**config.mk**
```make
export PLATFORM = sky130hd
export DESIGN_NAME = pout_ctrl
export DESIGN_NICKNAME = d
export VERILOG_FILES = /design/src/rtl/pout_pkg.sv /design/src/rtl/pout_xfer.sv /design/src/rtl/pout_regs.sv /design/src/rtl/pout_irq.sv /design/src/rtl/pout_ctrl.sv
export SDC_FILE = /design/constraint.sdc
export NUM_CORES = 1
export LEC_CHECK = 0
export BUFFER_PORTS_ARGS = -buffer_cell sky130_fd_sc_hd__buf_2
export CAP_MARGIN = 30
export CORE_UTILIZATION = 55
export DETAILED_ROUTE_END_ITERATION = 16
export HOLD_SLACK_MARGIN = 0.1
export PLACE_DENSITY = 0.91
export SETUP_SLACK_MARGIN = 0.4
export SLEW_MARGIN = 20
export SYNTH_ARGS = -nofsm -noshare
export SYNTH_HDL_FRONTEND = slang
export SYNTH_HIERARCHICAL = 1
export SYNTH_SLANG_ARGS = --single-unit
```
**constraint.sdc**
```tcl
create_clock -name clk -period 2.4 [get_ports clk]
set_input_delay 0.12 -clock clk [delete_from_list [all_inputs] [get_ports clk]]
set_output_delay 0.12 -clock clk [all_outputs]
set_load 0.05 [all_outputs]
```
**src/rtl/pout_pkg.sv**
```systemverilog
package pout_pkg;

  typedef enum logic [1:0] {
    XS_IDLE   = 2'd0,
    XS_LOADED = 2'd1,
    XS_SENT   = 2'd2,
    XS_DRAIN  = 2'd3
  } xfer_state_e;

  // Ready word: top (idle) bit and bit 0 set.
  function automatic logic [31:0] ready_word_f(input int unsigned width);
    return (32'd1 << (width - 1)) | 32'd1;
  endfunction

  // Active-low request level for a given mode and idle flag.
  function automatic logic irq_level_f(input logic mode, input logic idle);
    return ~(mode & idle);
  endfunction

endpackage

```
**src/rtl/pout_xfer.sv**
```systemverilog
module pout_xfer
  import pout_pkg::*;
(
  input  logic clk,
  input  logic rst,
  input  logic wr_buf,
  input  logic prn_ready,
  output logic accept,
  output logic fire,
  output logic done,
  output logic busy
);

  xfer_state_e state_q, state_d;

  assign accept = wr_buf && (state_q == XS_IDLE);
  assign fire   = (state_q == XS_LOADED) && prn_ready;
  assign done   = (state_q == XS_DRAIN) && prn_ready;
  assign busy   = (state_q != XS_IDLE);

  always_comb begin
    state_d = state_q;
    case (state_q)
      XS_IDLE:   if (accept) state_d = XS_LOADED;
      XS_LOADED: if (fire) state_d = XS_SENT;
      XS_SENT:   if (!prn_ready) state_d = XS_DRAIN;
      XS_DRAIN:  if (done) state_d = XS_IDLE;
      default:   state_d = XS_IDLE;
    endcase
  end

  always_ff @(posedge clk) begin
    if (rst) state_q <= XS_IDLE;
    else     state_q <= state_d;
  end

  // a new transfer needs a fresh acceptance, so fire never directly follows done
  p_no_refire_r9: assert property (@(posedge clk) disable iff (rst)
    done |=> !fire);

  // fire is followed by the wait-for-busy phase, not another fire
  p_fire_once_r5: assert property (@(posedge clk) disable iff (rst)
    fire |=> !fire);

endmodule

```
**src/rtl/pout_regs.sv**
```systemverilog
module pout_regs
  import pout_pkg::*;
#(
  parameter int unsigned DATA_W = 8
) (
  input  logic              clk,
  input  logic              rst,
  input  logic              rd_en,
  input  logic              reg_sel,
  input  logic              wr_buf,
  input  logic              busy,
  input  logic              accept,
  input  logic              fire,
  input  logic              done,
  input  logic [DATA_W-1:0] cpu_wdata,
  output logic [DATA_W-1:0] cpu_rdata,
  output logic [DATA_W-1:0] status_q,
  output logic [DATA_W-1:0] prn_data,
  output logic              prn_strobe
);

  localparam logic [DATA_W-1:0] READY_WORD = DATA_W'(ready_word_f(DATA_W));
  localparam int unsigned       IDLE_BIT   = DATA_W - 1;

  logic [DATA_W-1:0] buf_q;

  always_ff @(posedge clk) begin
    if (rst) begin
      status_q   <= READY_WORD;
      buf_q      <= '0;
      cpu_rdata  <= '0;
      prn_data   <= '0;
      prn_strobe <= 1'b0;
    end else begin
      prn_strobe <= fire;
      if (accept) begin
        buf_q    <= cpu_wdata;
        status_q <= '0;
      end else if (done) begin
        status_q <= READY_WORD;
      end
      if (fire) prn_data <= buf_q;
      if (rd_en) cpu_rdata <= reg_sel ? buf_q : status_q;
    end
  end

  // an accepted buffer write leaves the status word cleared
  p_write_clears_r3: assert property (@(posedge clk) disable iff (rst)
    accept |=> (status_q == '0));

  // writes arriving while busy do not disturb the held byte
  p_busy_write_ignored_r4: assert property (@(posedge clk) disable iff (rst)
    (wr_buf && busy) |=> $stable(buf_q));

  // the strobed byte is the buffered byte
  p_strobe_data_r5: assert property (@(posedge clk) disable iff (rst)
    prn_strobe |-> (prn_data == buf_q));

  // completion restores the ready word
  p_ready_word_r6: assert property (@(posedge clk) disable iff (rst)
    done |=> (status_q == READY_WORD));

  // the idle flag only rises through a completed transfer
  p_idle_rise_r6: assert property (@(posedge clk) disable iff (rst)
    $rose(status_q[IDLE_BIT]) |-> $past(done));

endmodule

```
**src/rtl/pout_irq.sv**
```systemverilog
module pout_irq
  import pout_pkg::*;
(
  input  logic clk,
  input  logic rst,
  input  logic irq_mode,
  input  logic idle,
  output logic irq_n
);

  always_ff @(posedge clk) begin
    if (rst) irq_n <= 1'b1;
    else     irq_n <= irq_level_f(irq_mode, idle);
  end

  // polling mode keeps the request released
  p_poll_quiet_r8: assert property (@(posedge clk) disable iff (rst)
    !irq_mode |=> irq_n);

  // a busy controller never requests a byte
  p_busy_no_req_r7: assert property (@(posedge clk) disable iff (rst)
    !idle |=> irq_n);

endmodule

```
**src/rtl/pout_ctrl.sv**
```systemverilog
module pout_ctrl
  import pout_pkg::*;
#(
  parameter int unsigned DATA_W = 8
) (
  input  logic              clk,
  input  logic              rst,
  input  logic              rw,
  input  logic              reg_sel,
  input  logic [DATA_W-1:0] cpu_wdata,
  output logic [DATA_W-1:0] cpu_rdata,
  input  logic              irq_mode,
  output logic              irq_n,
  input  logic              prn_ready,
  output logic [DATA_W-1:0] prn_data,
  output logic              prn_strobe
);

  localparam int unsigned IDLE_BIT = DATA_W - 1;

  logic              wr_buf, rd_en;
  logic              accept, fire, done, busy;
  logic [DATA_W-1:0] status_q;

  assign wr_buf = rw && reg_sel;
  assign rd_en  = !rw;

  pout_xfer u_xfer (
    .clk       (clk),
    .rst       (rst),
    .wr_buf    (wr_buf),
    .prn_ready (prn_ready),
    .accept    (accept),
    .fire      (fire),
    .done      (done),
    .busy      (busy)
  );

  pout_regs #(.DATA_W(DATA_W)) u_regs (
    .clk        (clk),
    .rst        (rst),
    .rd_en      (rd_en),
    .reg_sel    (reg_sel),
    .wr_buf     (wr_buf),
    .busy       (busy),
    .accept     (accept),
    .fire       (fire),
    .done       (done),
    .cpu_wdata  (cpu_wdata),
    .cpu_rdata  (cpu_rdata),
    .status_q   (status_q),
    .prn_data   (prn_data),
    .prn_strobe (prn_strobe)
  );

  pout_irq u_irq (
    .clk      (clk),
    .rst      (rst),
    .irq_mode (irq_mode),
    .idle     (status_q[IDLE_BIT]),
    .irq_n    (irq_n)
  );

  // the transfer request is exactly one cycle wide
  p_strobe_single_r5: assert property (@(posedge clk) disable iff (rst)
    prn_strobe |=> !prn_strobe);

  // a strobe only follows a cycle in which the printer was ready
  p_strobe_needs_ready_r5: assert property (@(posedge clk) disable iff (rst)
    $rose(prn_strobe) |-> $past(prn_ready));

  // a read cycle of the status address returns the status word
  p_read_status_r2: assert property (@(posedge clk) disable iff (rst)
    (!rw && !reg_sel) |=> (cpu_rdata == $past(status_q)));

endmodule

```
---- Word level (Yosys, flattened, before mapping) ----
Cells that the tools add are included.
Widths: inputs -> output; s select.
word-level totals
  bits in registers ....................... 30
  output and inout port bits .............. 18
  word-level logic and storage cells ...... 31
operators by class
  eq/ne operators ......................... 7
  mux-type cells .......................... 8
  bitwise logic cells ..................... 2
  reductions and logical operators ........ 7
operators by type and width
  operator            number
  $mux 8              3
  $mux 2              4
  $pmux 2 s4          1
  $ne 2x2->1 const B  3
  $eq 2x2->1 const B  2
  $logic_and 1x1->1   4
  $reduce_and 4->1    1
  $eq 2x1->1 const B  1
  $logic_not 2->1     1
  $ne 2x1->1 const B  1
  $reduce_bool 2->1   1
  $and 1x1->1         1
  $not 1->1           1

---- Depth between registers and ports, before layout ----
Gate-level depths: netlist (run 1).
  depth in word-level cells ............... 4
  mapped depth ............................ 6
  depth with buffers taken out ............ 5

---- Modules after synthesis ----
Netlist (run 1), hierarchy kept.
by module, submodules not included
  module     times used  cells an instance  area an instance (sq um)  seq. area each (sq um)
  pout_regs  1           101                1019.7                    520.5
  pout_xfer  1           21                 196.4                     40.0
  pout_irq   1           2                  27.5                      20.0
  pout_ctrl  1           2                  10.0                      0.0

---- Least setup slack after synthesis (run 1) ----
No wires, ideal clock.
  path kind ............................... reg-to-reg
  start point ............................. register u_xfer.state_q[1]
  end point ............................... register u_regs.prn_data[7]
  arrival time ............................ 1.175 ns
  required time ........................... 2.283 ns
  path slack .............................. 1.108 ns
  stages on the path, launching flop included .. 7
  path buffers ............................ 1
  clock period less this slack ............ 1.292 ns
  path through ............................ dfxtp_1 -> inv_1 -> ha_1 -> and2_2 -> buf_2 -> mux2i_1 -> nor2_1
between the ends
  cells in the longest elaborated chain, start to end .. 2
RTL lines
  item                    line             source
  start, declared         pout_xfer.sv:14  xfer_state_e state_q, state_d;
  start signal, assigned  pout_xfer.sv:34  else state_q <= state_d;
  $eq 2x1->1              pout_xfer.sv:17  assign fire = (state_q == XS_LOADED) && prn_ready;
  $logic_and 1x1->1       pout_xfer.sv:17
  via fire                pout_ctrl.sv:22  logic accept, fire, done, busy;
  end signal, assigned    pout_regs.sv:42  if (fire) prn_data <= buf_q;
  end, declared           pout_regs.sv:18  output logic [DATA_W-1:0] prn_data,
The timed path passes the listed nets, and every way through them passes these cells.
A chain may end at the register's enable or synchronous reset.

---- Worst setup path in the final report (run 1) ----
  start point ............................. register u_xfer.state_q[1]
  end point ............................... register u_regs.buf_q[1]
between the ends
  cells in the longest elaborated chain, start to end .. 2
RTL lines
  item                  line             source
  $logic_not 2->1       pout_xfer.sv:16  assign accept = wr_buf && (state_q == XS_IDLE);
  $logic_and 1x1->1     pout_xfer.sv:16
  via accept            pout_ctrl.sv:22
  end signal, assigned  pout_regs.sv:37  buf_q <= cpu_wdata;
  end, declared         pout_regs.sv:25  logic [DATA_W-1:0] buf_q;
The timed path passes the listed nets, and every way through them passes these cells.

==> results of run 1 <==
state kept, by name (all words and copies together), names as in the netlist:
name / flops
u_irq/irq_n: 1
u_regs/prn_data: 8
u_regs/status_q: 1
u_xfer/state_q: 2
u_regs/prn_strobe: 1
u_regs/cpu_rdata: 8
u_regs/buf_q: 8
worst paths after layout:
kind,startpoint,end,slack (ns),depth (start not counted)
worst max-delay path,u_xfer/state_q[1]$_SDFFE_PP0P_,u_regs/buf_q[1]$_SDFFE_PP0P_,0.81,5
worst min-delay path,reg_sel,u_regs/cpu_rdata[3]$_SDFFE_PP0P_,0.14,3
worst max register to register,u_xfer/state_q[1]$_SDFFE_PP0P_,u_regs/buf_q[1]$_SDFFE_PP0P_,0.81,5
worst min register to register,u_regs/cpu_rdata[5]$_SDFFE_PP0P_,u_regs/cpu_rdata[5]$_SDFFE_PP0P_,0.47,2
per-stage QoR:
step	cell area (um^2)	hold slack, ns	power, W	util [%]	std cells
after floorplan	1200	0.192	0.000793	-	119
after detailed placement	1340	0.315	0.000841	66.9	169
after CTS	1490	0.142	0.00115	74.2	185
final	1490	0.141	0.00116	74.2	185
after global routing	1490	0.152	0.00121	74.2	185
after global placement	1340	0.309	0.000823	66.9	169
placed cells by master (no fill, tap or decap), drive strengths merged:
master       count
ha               4
nand2b           8
o21bai           2
nor2b            2
a21oi            6
inv              5
a311oi           4
mux2i           16
clkbuf           7
buf             31
nand2            3
and2             4
nand3            6
nand3b           1
a31oi            1
a41o             1
nor2            19
dfxtp           29
dlygate4sd3      9
power by group:
part           total [W]  switching [W]  internal [W]  leakage, nW
clock           0.000305       0.000167      0.000138       0.0314
sequential      0.000562      0.0000374      0.000524        0.236
combinational   0.000296       0.000177      0.000119        0.382
routing by layer:
layer  GRT usage (%)  routed length [um]  up-vias
li1                -                   -      474
met1            29.5                1150      436
met2            43.5                1380       28
met3            6.54                 108        7
met4            8.82                  51        0
met5               0                   0        -
cell type report:
class,count,area share [%]
multi-input combinational,77,37.2
timing repair buffer,40,16.5
tap,27,2.27
sequential,29,39.1
clock buffer,7,3.71
inverter,5,1.26
worst max-delay path, stage by stage, from the launching register on:
cell and delay (ns):
dfxtp_1 0.34, inv_1 0.11, ha_1 0.19, and2_1 0.46, mux2i_1 0.31, nor2_1 0.06
==> results.yml, run 1 <==
status:
  outcome: "completed"
placed_design:
  port-buffer-count: 31
  hpwl_um: 1590
  gp_congestion: 0.739
  place_ws_ns: 0.887
die:
  pin_count: 32
  num_rows: 16
  initial_core_util_pct: 60.2
  die-area_mm2: 0.00238
  die_h_um: 48.8
  core_area_mm2: 0.00200
  fp.dieW_um: 48.8
timing:
  slew_headroom_pct: 65.7
  worst_pin_slew_ns: 0.515
  rsz0062_at_grt: "false"
  maxSlewViolCount: 0
  setup_tns_ns: 0
  skew_ns: 0.0127
  min_period_over_period_pct: 66.2
  timing.fmax_ghz: 0.629
  fin_crit_ns: 1.59
  finalSetupViolations: 0
  finalHoldViolations: 0
  fin_ws_ns: 0.811
drt:
  routed_via_density: 5.11
  drt-total-wl_um: 2690
  drt-initial-drc-count: 18
  drt-pass1-iter-count: 4
  antenna_left: 0
  vias: 945
  wire_per_inst_um: 14.5
  drc_errors: 0
cells_and_area:
  diodes: 0
  multi_input_area_um2: 552
  nets: 176
  area_delta_synth_final_pct: 23.3
  nFillCells: 141
  regArea_um2: 581
  drive_above_1_share_pct: 30.4
clock_tree:
  cts_root_buffer: "clkbuf_4"
  insertion_delay_ns: 0.33
  clk_pin_slew_worst_paths_ns: 0.10
  cts_sinks: 29
  post_cts_buffers: 0
  cts.htree.levels: 2
  clockBufferDepth: 2
  hold_buffers: 9
  cts_tree: "built"
  cts_resized: 0
  cts_buffers: 5
setup_path:
  critical_path_arrival_ns: 1.79
  criticalPathCategory: "flip-flop to flip-flop"
  crit_required_ns: 2.60
  crit_path_end_kind: "flip-flop"
  crit_fanout: 9
  setup.worst_path.start_class: "flip-flop"
synth:
  synth_area_per_cell_um2: 10.1
  synth_fp_nets: 137
  synthCells: 119
  synth_area_mm2: 0.00120
  ys_warn_count: 6
power:
  peakVddDrop_mv: 0.600
  p_per_area_mw_per_mm2: 782
  p_leak_nw: 0.649
hold_path:
  hp-class: "primary input to flip-flop"
global_route:
  grt_pass1_wl_um: 4460
  antenna_found_initial: 0
  grt_pass1_vias: 940
  overflow: 0
  track_usage_pct: 25.0
  grt_max_degree: 31
flow_run:
  maxCapViolations: 0
Note: power is estimated with default switching activity, not from simulation.
==> inputs of run 2 (changes only) <==
CORE_UTILIZATION = 46   (was 55)
PLACE_DENSITY = 0.83   (was 0.91)
clock period = 1.3 ns   (was 2.4 ns; I/O delays follow)
==> run 2 against run 1 <==
The flow now finishes with violations (negative setup slack). Maximum frequency up 20%. Final cell count up 9.7%. Clock power up 84%. Via count up 16%. Total power up 120%. Critical endpoint is now u_regs/prn_data[7]$_SDFFE_PP0P_. Core utilization up 2.6 points. First-iteration DRC count rose to 2.8 times the previous value. Routed wire length up 23%.
==> results.yml, run 2 (synthesized netlist as in run 1, its figures left out) <==
timing:
  rsz0062_at_grt: "true"
  fin_ws_ns: -0.0296
  skew_ns: 0.0148
  finalSetupViolations: 1
  setup_tns_ns: -0.0296
  min_period_over_period_pct: 102
  maxSlewViolCount: 0
  whs_ns: 0.178
  worst_pin_slew_ns: 0.426
  slew_headroom_pct: 71.6
  fin_crit_ns: 1.33
  timing.fmax_ghz: 0.752
  finalHoldViolations: 0
hold_path:
  min_path_cells: 3
  hp-class: "primary input to flip-flop"
power:
  power_w: 0.00252
  p_leak_nw: 0.787
  p_per_area_mw_per_mm2: 1320
  peakVddDrop_mv: 1.17
drt:
  drt-total-wl_um: 3310
  drc_errors: 0
  drt-pass1-iter-count: 4
  vias: 1095
  antenna_left: 0
  wire_per_inst_um: 16.3
  routed_via_density: 5.39
  drt-initial-drc-count: 51
setup_path:
  crit_path_end_kind: "flip-flop"
  r2r_cells: 5
  critical_path_buf_inv_count: 1
  crit_family: "flip-flops"
  critical_path_arrival_ns: 1.53
  slowest_stage: "dfxtp_4"
  crit_fanout: 5
  setup.worst_path.start_class: "flip-flop"
  slowest_delay_ns: 0.38
  crit_cells: 5
  crit_required_ns: 1.50
  path_cells: "inv_4, ha_4, and2_4, mux2i_2, nor2_1"
  criticalPathCategory: "flip-flop to flip-flop"
die:
  pin_count: 32
  initial_core_util_pct: 48.6
  die_h_um: 53.2
  core_area_mm2: 0.00248
  fp.dieW_um: 53.2
  die-area_mm2: 0.00283
  num_rows: 18
clock_tree:
  cts_sinks: 29
  clockBufferDepth: 2
  cts_root_buffer: "clkbuf_4"
  cts.htree.levels: 2
  insertion_delay_ns: 0.33
  cts_tree: "built"
  clk_pin_slew_worst_paths_ns: 0.09
  cts_buffers: 5
placed_design:
  gp_congestion: 0.685
  port-buffer-count: 31
  hpwl_um: 1740
  placed_area_mm2: 0.00139
  place_inst: 173
global_route:
  track_usage_pct: 23.0
  grt_max_degree: 17
  grt_pass1_vias: 997
  use_met2_pct: 37.8
  antenna_found_initial: 0
  use_met3_pct: 7.76
  grt_pass1_wl_um: 4510
  top_usage_layer: "met2"
  overflow: 0
  use_met1_pct: 26.2
status:
  violations: "negative setup slack"
  outcome: "finished with violations"
cells_and_area:
  largestRegisters: "u_regs/buf_q x8, u_regs/cpu_rdata x8, u_regs/prn_data x8"
  nFillCells: 160
  layout_commonest_cell: "nor2_1"
  diodes: 0
  drive_above_1_share_pct: 52.6
  area_delta_synth_final_pct: 57.9
  layout_common_cells: "19 x nor2_1, 17 x dfxtp_2, 15 x mux2i_1, 13 x buf_2, 12 x buf_8"
  post-route-cell-area_mm2: 0.00190
  nets: 190
  final_cells: 203
flow_run:
  maxCapViolations: 0
run 2: cell count changes in the layout (fill, tap and decap cells not counted), moves of 3 or more:
cell and change:
and2_4 +3, dfxtp_2 +17, a311oi_2 +3, a311oi_1 -3, buf_6 +7, buf_4 +7, ha_1 -4, dlymetal6s4s_1 +3
dfxtp_1 -19, buf_8 +12, buf_2 -18, ha_4 +3
run 2: timing repair:
action / in CTS / in global routing
hold buffers: 13 / 0
cloned: 1 / 1
pin swaps: 4 / 10
gates resized for setup: 54 / 26
endpoints found under the hold margin: 18 / 0
setup buffers: 3 / 4
endpoints found under the setup margin: 38 / 44
run 2: worst register-to-register path, delay by kind of cell, from the launching register on:
kind / cells / cell delay, ns
adder cells (fa/ha/maj): 1 / 0.16
multiplexers: 1 / 0.28
buffers and inverters: 1 / 0.08
AND/OR/NAND/NOR: 2 / 0.30
flip-flops: 1 / 0.38
run 2: report_power, final:
part	total, W	leakage (nW)	switching (W)	internal (W)
Sequential	0.00109	0.245	0.000106	0.000985
Clock	0.000561	0.0326	0.000294	0.000266
Combinational	0.000865	0.509	0.000435	0.000430
run 2: per-stage QoR:
stage               setup slack, ns  util [%]
CTS                           0.104      70.7
detailed placement           0.0790      56.2
finish                      -0.0296      76.8
global route                -0.0223      76.8
global placement              0.152      56.2
floorplan                     0.161         -
run 2: area by class of cell:
class / instances / area, um^2 / area share, %
clock buffer: 8 / 58.8 / 3.09
inverter: 5 / 23.8 / 1.25
multi-input combinational: 79 / 659 / 34.6
sequential: 29 / 609 / 32.0
tap: 30 / 37.5 / 1.97
timing repair buffer: 52 / 514 / 27.0
run 2: routing by layer:
layer	vias to the layer above	wire (um)	part of all wire [%]
met4	0	83	2.5
met2	43	1670	51
met1	534	1350	41
met3	8	205	6.2
met5	-	0	0
li1	510	-	-
run 2: path summary, 6_finish.rpt:
path                            slack, ns                              from                                to
worst max-delay path                -0.03    u_xfer/state_q[1]$_SDFFE_PP0P_   u_regs/prn_data[7]$_SDFFE_PP0P_
worst min-delay path                 0.18                               rst    u_xfer/state_q[1]$_SDFFE_PP0P_
worst max register to register      -0.03    u_xfer/state_q[1]$_SDFFE_PP0P_   u_regs/prn_data[7]$_SDFFE_PP0P_
worst min register to register       0.47  u_regs/cpu_rdata[3]$_SDFFE_PP0P_  u_regs/cpu_rdata[3]$_SDFFE_PP0P_
